[src/rtl/tcb_pkg.sv]
`timescale 1ns/1ps
package tcb_pkg;
  parameter int ADDR_W = 8;
  parameter int BYTE_W = 8;
  parameter int CNT_W  = 5;

  typedef enum logic [1:0] {PH_IDLE, PH_ADDR, PH_DATA, PH_DONE} phase_e;

  // saturating bit counter step
  function automatic logic [CNT_W-1:0] count_step(input logic [CNT_W-1:0] c);
    return (c == '1) ? c : c + CNT_W'(1);
  endfunction

  // true when a lies in [lo, lo+n)
  function automatic logic in_window(input logic [ADDR_W-1:0] a, input int lo, input int n);
    return (int'(a) >= lo) && (int'(a) < lo + n);
  endfunction

  // byte that lands in the addressed entry: after 8 shifts it sits in the upper half
  function automatic logic [BYTE_W-1:0] first_byte(input logic [2*BYTE_W-1:0] sr,
                                                   input logic [CNT_W-1:0] n);
    return (n == CNT_W'(BYTE_W)) ? sr[2*BYTE_W-1:BYTE_W] : sr[BYTE_W-1:0];
  endfunction

  function automatic logic [BYTE_W-1:0] reset_value(input int idx, input int ctl_idx,
                                                    input logic [BYTE_W-1:0] ctl_val);
    return (idx == ctl_idx) ? ctl_val : '0;
  endfunction
endpackage

[src/rtl/tcb_sync.sv]
`timescale 1ns/1ps
module tcb_sync #(
  parameter int W = 3
) (
  input  logic         clk,
  input  logic         rst_n,
  input  logic [W-1:0] raw_i,
  output logic [W-1:0] sync_o
);
  for (genvar g = 0; g < W; g++) begin : g_line
    logic meta_q, stab_q;
    always_ff @(posedge clk or negedge rst_n) begin
      if (!rst_n) begin
        meta_q <= 1'b1;
        stab_q <= 1'b1;
      end else begin
        meta_q <= raw_i[g];
        stab_q <= meta_q;
      end
    end
    assign sync_o[g] = stab_q;
  end
endmodule

[src/rtl/tcb_framer.sv]
`timescale 1ns/1ps
module tcb_framer
  import tcb_pkg::*;
(
  input  logic                clk,
  input  logic                rst_n,
  input  logic                id_s,
  input  logic                cl_s,
  input  logic                d_s,
  input  logic                rd_ok,
  input  logic [BYTE_W-1:0]   rd_byte,
  output phase_e              phase,
  output logic [ADDR_W-1:0]   addr_q,
  output logic [2*BYTE_W-1:0] data_q,
  output logic [CNT_W-1:0]    bit_cnt,
  output logic                commit_stb,
  output logic                pull_o
);
  logic id_d, cl_d, rd_act;
  logic [BYTE_W-1:0] out_sr;
  logic id_fall, id_rise, cl_rise;

  assign id_fall = id_d & ~id_s;
  assign id_rise = ~id_d & id_s;
  assign cl_rise = ~cl_d & cl_s;

  always_ff @(posedge clk or negedge rst_n) begin
    if (!rst_n) begin
      id_d       <= 1'b1;
      cl_d       <= 1'b1;
      phase      <= PH_IDLE;
      addr_q     <= '0;
      data_q     <= '0;
      bit_cnt    <= '0;
      commit_stb <= 1'b0;
      rd_act     <= 1'b0;
      out_sr     <= '1;
    end else begin
      id_d       <= id_s;
      cl_d       <= cl_s;
      commit_stb <= 1'b0;
      case (phase)
        PH_IDLE: if (id_fall) begin
          phase   <= PH_ADDR;
          bit_cnt <= '0;
        end
        PH_ADDR: begin
          if (id_rise) begin
            if (bit_cnt == CNT_W'(ADDR_W)) begin
              phase  <= PH_DATA;
              data_q <= '0;
              rd_act <= rd_ok;
              out_sr <= rd_ok ? rd_byte : '1;
            end else begin
              phase <= PH_IDLE;
            end
            bit_cnt <= '0;
          end else if (cl_rise) begin
            addr_q  <= {d_s, addr_q[ADDR_W-1:1]};
            bit_cnt <= count_step(bit_cnt);
          end
        end
        PH_DATA: begin
          if (id_fall) begin
            commit_stb <= 1'b1;
            rd_act     <= 1'b0;
            phase      <= PH_DONE;
          end else if (cl_rise) begin
            data_q  <= {d_s, data_q[2*BYTE_W-1:1]};
            out_sr  <= {1'b1, out_sr[BYTE_W-1:1]};
            bit_cnt <= count_step(bit_cnt);
          end
        end
        default: if (id_rise) phase <= PH_IDLE;
      endcase
    end
  end

  assign pull_o = rd_act && (phase == PH_DATA) && !out_sr[0];
endmodule

[src/rtl/tcb_coef_bank.sv]
`timescale 1ns/1ps
module tcb_coef_bank
  import tcb_pkg::*;
#(
  parameter int              NUM     = 35,
  parameter int              CTL_IDX = 33,
  parameter logic [BYTE_W-1:0] CTL_RST = 8'h08,
  localparam int             IW      = $clog2(NUM)
) (
  input  logic                  clk,
  input  logic                  rst_n,
  input  logic                  we0,
  input  logic [IW-1:0]         idx0,
  input  logic [BYTE_W-1:0]     val0,
  input  logic                  we1,
  input  logic [IW-1:0]         idx1,
  input  logic [BYTE_W-1:0]     val1,
  input  logic [IW-1:0]         rd_idx,
  output logic [BYTE_W-1:0]     rd_val,
  output logic [NUM*BYTE_W-1:0] flat_o
);
  logic [BYTE_W-1:0] ent [NUM];

  for (genvar g = 0; g < NUM; g++) begin : g_ent
    always_ff @(posedge clk or negedge rst_n) begin
      if (!rst_n)                           ent[g] <= reset_value(g, CTL_IDX, CTL_RST);
      else if (we0 && idx0 == IW'(g))       ent[g] <= val0;
      else if (we1 && idx1 == IW'(g))       ent[g] <= val1;
    end
    assign flat_o[g*BYTE_W +: BYTE_W] = ent[g];
  end

  always_comb begin
    rd_val = '1;
    for (int i = 0; i < NUM; i++)
      if (rd_idx == IW'(i)) rd_val = ent[i];
  end
endmodule

[src/rtl/tcb_slave.sv]
`timescale 1ns/1ps
module tcb_slave
  import tcb_pkg::*;
#(
  parameter int                COEF_NUM  = 35,
  parameter int                COEF_BASE = 64,
  parameter int                RD_BASE   = 160,
  parameter int                SEL_ADDR  = 102,
  parameter logic [BYTE_W-1:0] SEL_WORD  = 8'd15,
  parameter int                CTL_IDX   = 33,
  parameter logic [BYTE_W-1:0] CTL_RST   = 8'h08
) (
  input  logic                       clk,
  input  logic                       rst_n,
  input  logic                       bus_ident_i,
  input  logic                       bus_clk_i,
  input  logic                       bus_data_i,
  output logic                       bus_data_pull_o,
  output logic                       selected_o,
  output logic [COEF_NUM*BYTE_W-1:0] coef_o
);
  localparam int IW = $clog2(COEF_NUM);

  logic [2:0] sync_v;
  phase_e phase;
  logic [ADDR_W-1:0] addr_q;
  logic [2*BYTE_W-1:0] data_q;
  logic [CNT_W-1:0] bit_cnt;
  logic commit_stb, selected_q;
  logic map_hit, rd_ok, not_last, sel_hit, we0, we1, len8, len16;
  logic [IW-1:0] wr_idx, rd_idx;
  logic [BYTE_W-1:0] rd_byte;

  tcb_sync #(.W(3)) u_sync (
    .clk(clk), .rst_n(rst_n),
    .raw_i({bus_ident_i, bus_clk_i, bus_data_i}),
    .sync_o(sync_v)
  );

  tcb_framer u_framer (
    .clk(clk), .rst_n(rst_n),
    .id_s(sync_v[2]), .cl_s(sync_v[1]), .d_s(sync_v[0]),
    .rd_ok(rd_ok), .rd_byte(rd_byte),
    .phase(phase), .addr_q(addr_q), .data_q(data_q), .bit_cnt(bit_cnt),
    .commit_stb(commit_stb), .pull_o(bus_data_pull_o)
  );

  assign len8     = (bit_cnt == CNT_W'(BYTE_W));
  assign len16    = (bit_cnt == CNT_W'(2*BYTE_W));
  assign map_hit  = in_window(addr_q, COEF_BASE, COEF_NUM);
  assign rd_ok    = selected_q && in_window(addr_q, RD_BASE, COEF_NUM);
  assign wr_idx   = IW'(addr_q - ADDR_W'(COEF_BASE));
  assign rd_idx   = IW'(addr_q - ADDR_W'(RD_BASE));
  assign not_last = (wr_idx != IW'(COEF_NUM-1));
  assign sel_hit  = commit_stb && (addr_q == ADDR_W'(SEL_ADDR)) && len8;
  assign we0      = commit_stb && selected_q && map_hit && (len8 || (len16 && not_last));
  assign we1      = commit_stb && selected_q && map_hit && len16 && not_last;

  always_ff @(posedge clk or negedge rst_n) begin
    if (!rst_n)       selected_q <= 1'b0;
    else if (sel_hit) selected_q <= (data_q[2*BYTE_W-1:BYTE_W] == SEL_WORD);
  end
  assign selected_o = selected_q;

  tcb_coef_bank #(.NUM(COEF_NUM), .CTL_IDX(CTL_IDX), .CTL_RST(CTL_RST)) u_bank (
    .clk(clk), .rst_n(rst_n),
    .we0(we0), .idx0(wr_idx), .val0(first_byte(data_q, bit_cnt)),
    .we1(we1), .idx1(wr_idx + IW'(1)), .val1(data_q[2*BYTE_W-1:BYTE_W]),
    .rd_idx(rd_idx), .rd_val(rd_byte),
    .flat_o(coef_o)
  );
endmodule

[config.mk]
export PLATFORM = sky130hd
export DESIGN_NAME = tcb_slave
export DESIGN_NICKNAME = d
export VERILOG_FILES = /design/src/rtl/tcb_pkg.sv /design/src/rtl/tcb_sync.sv /design/src/rtl/tcb_framer.sv /design/src/rtl/tcb_coef_bank.sv /design/src/rtl/tcb_slave.sv
export SDC_FILE = /design/constraint.sdc
export NUM_CORES = 1
export LEC_CHECK = 0
export BUFFER_PORTS_ARGS = -buffer_cell sky130_fd_sc_hd__buf_2
export CAP_MARGIN = 25
export CORE_MARGIN = 2
export CORE_UTILIZATION = 30
export DETAILED_ROUTE_END_ITERATION = 8
export GPL_ROUTABILITY_DRIVEN = 0
export SLEW_MARGIN = 15
export SYNTH_ARGS = -nofsm -noshare
export SYNTH_HDL_FRONTEND = slang
export SYNTH_SLANG_ARGS = --single-unit
export TNS_END_PERCENT = 5
[constraint.sdc]
create_clock -name clk -period 3.43 [get_ports clk]
set_input_delay 0.686 -clock clk [delete_from_list [all_inputs] [get_ports clk]]
set_output_delay 0.686 -clock clk [all_outputs]
set_load 0.01 [all_outputs]
==> reports/metrics.cfg <==
[route]
antenna_left = 0
wl_um = 86550
drtIter0Drc = 2816
drc = 0
drt_pass1_iterations = 9
via_per_inst = 6.458
avgRoutedWirePerCell_um = 30.83
num_vias = 18130

[finish]
num_antenna_cells = 0
finish.net_count = 2034
layout-drive-gt1-share_pct = 25.65
fin_cells = 2807
stdcell_area_mm2 = 0.02103
n_fill_cell = 5704
synthToLayoutAreaGrowth_pct = 23.32
utilization_pct = 37.36

[sta]
hold-worst-slack_ns = 0.1088
rsz0062_at_grt = false
layout_min_cycle_time_ns = 3.321
setup_ws_ns = 0.1090
fmax_ghz = 0.3011
worst_pin_slew_ns = 0.9254
drv_slew = 0
setup_viol = 0
finalCritPeriodShare_pct = 96.82
setup_tns_ns = 0
relSlewSlack_pct = 38.31
fin_skew_ns = 0.02340
timing.final.hold_violations = 0

[global_route]
antenna_found_initial = 3
grt_pass1_wl_um = 124600
grt_start_max_net_pins = 73
overflow = 0
grt_pass1_vias = 17100
grt_use_total_pct = 28.66

[cts]
cts_root_buffer = clkbuf_16
hold_buffers = 0
clock_latency_ns = 0.57
cts_tree = yes
cts_buffer_depth = 3
cts_sinks = 330
clk_pin_slew_worst_paths_ns = 0.06
cts_buffers = 38
htree_levels = 2

[pwr]
p_clk_share_pct = 38.6
sw_frac_of_total_pct = 32.52
power.density_mw_per_mm2 = 489.4
p_comb_share_pct = 21.7
total_leakage_power_nw = 9.699
ir_drop_mv = 0.3302
seq_power_share_pct = 39.7
p_sw_mw = 3.347
total_power_mw = 10.29
intPower_mw = 6.944

[setup_path]
arrival_ns = 3.83
start_kind = flip-flop
r2r_cells = 7
timing.rr.start = u_framer.addr_q[3]$_DFFE_PN0P_
crit_fanout = 9
r2r_setup_slack_ns = 0.11
crit_type = reg2reg
worstReg2RegEnd = u_framer.out_sr[7]$_DFFE_PN1P_
end_kind = flip-flop
cp.required_ns = 3.94

[floorplan]
die_w_um = 242.4
dieArea_mm2 = 0.05876
ioPinCount = 287
die_h_um = 242.4
initial_core_util_pct = 30.30
core_area_mm2 = 0.05628
rows = 87

[worst_hold_path]
hp-class = in2async

[synth]
synth_xor_xnor_area_share_pct = 0.05136
synth_edf_count = 0
syn_area_mm2 = 0.01705
synth-seq-area-share_pct = 48.55
synth_top_family_by_area = compound AO/OA/AOI/OAI gates
syn_nets = 1747
muxShareOfSynthArea_pct = 3.625
yosys_most_used_dff = dfrtp_1
synth_area_leaders = dfrtp_1 46%, a221o_1 15%, nor2_1 7.2%
avgSynthCellArea_um2 = 9.822
yosys.area.top_type = dfrtp_1
synth-simple-area-share_pct = 16.98
synth_top_area_share_pct = 45.93
synthAdderAreaFrac_pct = 0.4403
synth_cell_types = 77
async_flop_share_pct = 100.0
synth_compound_area_share_pct = 27.22
netlist_instances = 1736
synth_warnings = 0
synth-seq-cells = 330

[flow_run]
maxCapViolCount = 0

[status]
status = complete, no violations

[placed_design]
dpl.hpwl_um = 61120
dpl-instance-area_mm2 = 0.01984
portBuffers = 286
place_ws_ns = 0.02987
dpl.cell_count = 2739

## kinds of logic after synthesis
| kind of cell | Yosys count |
|---|---|
| multiplexers | 58 |
| XOR/XNOR | 1 |
| AO/OA/AOI/OAI | 580 |
| AND/OR/NAND/NOR | 623 |
| buffers and inverters | 138 |
| adder cells (fa/ha/maj) | 6 |
| flip-flops | 330 |
## timing repair
action,CTS,global route
endpoints found under the setup margin,0,1
gates resized for setup,0,3
setup buffers,0,0
## synthesized netlist by cell type, types with 6 or more instances
| library cell | instances |
|---|---|
| a211oi_1 | 13 |
| a21oi_1 | 65 |
| a221o_1 | 250 |
| a221oi_1 | 8 |
| a22oi_1 | 8 |
| buf_2 | 7 |
| clkbuf_1 | 114 |
| dfrtp_1 | 313 |
| dfstp_2 | 17 |
| ha_1 | 6 |
| inv_1 | 11 |
| mux2_2 | 30 |
| mux2i_1 | 28 |
| nand2_1 | 155 |
| nand3_1 | 12 |
| nand4_1 | 7 |
| nand4b_1 | 6 |
| nand4bb_1 | 7 |
| nor2_1 | 326 |
| nor2_4 | 7 |
| nor2b_1 | 8 |
| nor3_1 | 14 |
| nor4_1 | 13 |
| nor4bb_1 | 7 |
| o211ai_1 | 6 |
| o21a_1 | 11 |
| o21ai_0 | 88 |
| o221ai_1 | 15 |
| o22a_1 | 6 |
| o22ai_1 | 52 |
| or3_1 | 6 |
| or4_1 | 8 |
## critical path, cell delays in order, from the launching register on
cell,delay (ns)
dfrtp_1,0.46
or4b_2,0.85
nor2_1,0.54
a221o_1,0.31
a21o_1,0.16
o211ai_1,0.23
a2111oi_0,0.50
o31a_1,0.21
## layout make-up
class,instances,area [µm²],share of cell area [%]
Clock inverter,16,95.09,0.4522
Multi-Input combinational cell,1268,8367,39.79
Clock buffer,52,1085,5.159
Timing Repair Buffer,374,2215,10.53
Tap cell,756,945.9,4.498
Inverter,11,41.29,0.1964
Sequential cell,330,8279,39.37
## power groups by stage
stage | Clock (mW) | Sequential (mW) | Combinational (mW)
after CTS | 3.99 | 4.08 | 2.13
after global routing | 4.16 | 4.10 | 2.34
final | 3.97 | 4.09 | 2.23
after floorplan | 0 | 4.12 | 1.33
after detailed placement | 0 | 4.15 | 2.12
after global placement | 0 | 4.15 | 2.10
## routing by layer
layer | track usage (%) | vias to the layer above | part of all wire, %
met1 | 38.39 | 8845 | 38
li1 | - | 7311 | -
met5 | 0 | - | 0.016
met2 | 41.74 | 1628 | 42
met3 | 8.508 | 343 | 14
met4 | 14.72 | 2 | 6.2
## placed cells by master, fill, tap and decap left out, types with 13 or more instances in the layout
master / n
a211oi_1: 13
a221o_1: 250
nor3_1: 14
mux2_2: 30
dfrtp_1: 313
a21oi_1: 65
buf_4: 79
clkbuf_16: 39
buf_2: 285
mux2i_1: 20
o221ai_1: 15
nand2_1: 155
nor2_1: 326
o22ai_1: 52
o21ai_0: 87
dfstp_2: 17
## state kept, by name, summed over array words and instances (netlist names)
register / count
u_sync.g_line.meta_q: 3
u_framer.commit_stb: 1
u_framer.phase: 2
u_framer.rd_act: 1
u_sync.g_line.stab_q: 3
u_bank.flat_o: 280
u_framer.bit_cnt: 5
u_framer.data_q: 16
u_framer.id_d: 1
u_framer.out_sr: 8
u_framer.cl_d: 1
u_framer.addr_q: 8
selected_o: 1
## worst max-delay path by stage
stage | end | from | slack, ns
6_report | u_framer.out_sr[7]$_DFFE_PN1P_ | u_framer.addr_q[3]$_DFFE_PN0P_ | 0.11
5_1_grt | bus_data_pull_o | u_framer.phase[0]$_DFFE_PN0P_ | 0.04
4_1_cts | u_framer.out_sr[6]$_DFFE_PN1P_ | u_framer.addr_q[3]$_DFFE_PN0P_ | 0.02
3_5_place_dp | u_framer.out_sr[6]$_DFFE_PN1P_ | u_framer.addr_q[3]$_DFFE_PN0P_ | 0.03
3_3_place_gp | u_framer.out_sr[6]$_DFFE_PN1P_ | u_framer.addr_q[2]$_DFFE_PN0P_ | 0.11
2_1_floorplan | u_bank.flat_o[192]$_DFFE_PN0P_ | u_framer.addr_q[0]$_DFFE_PN0P_ | 0.72
(Power assumes the default switching activity.)
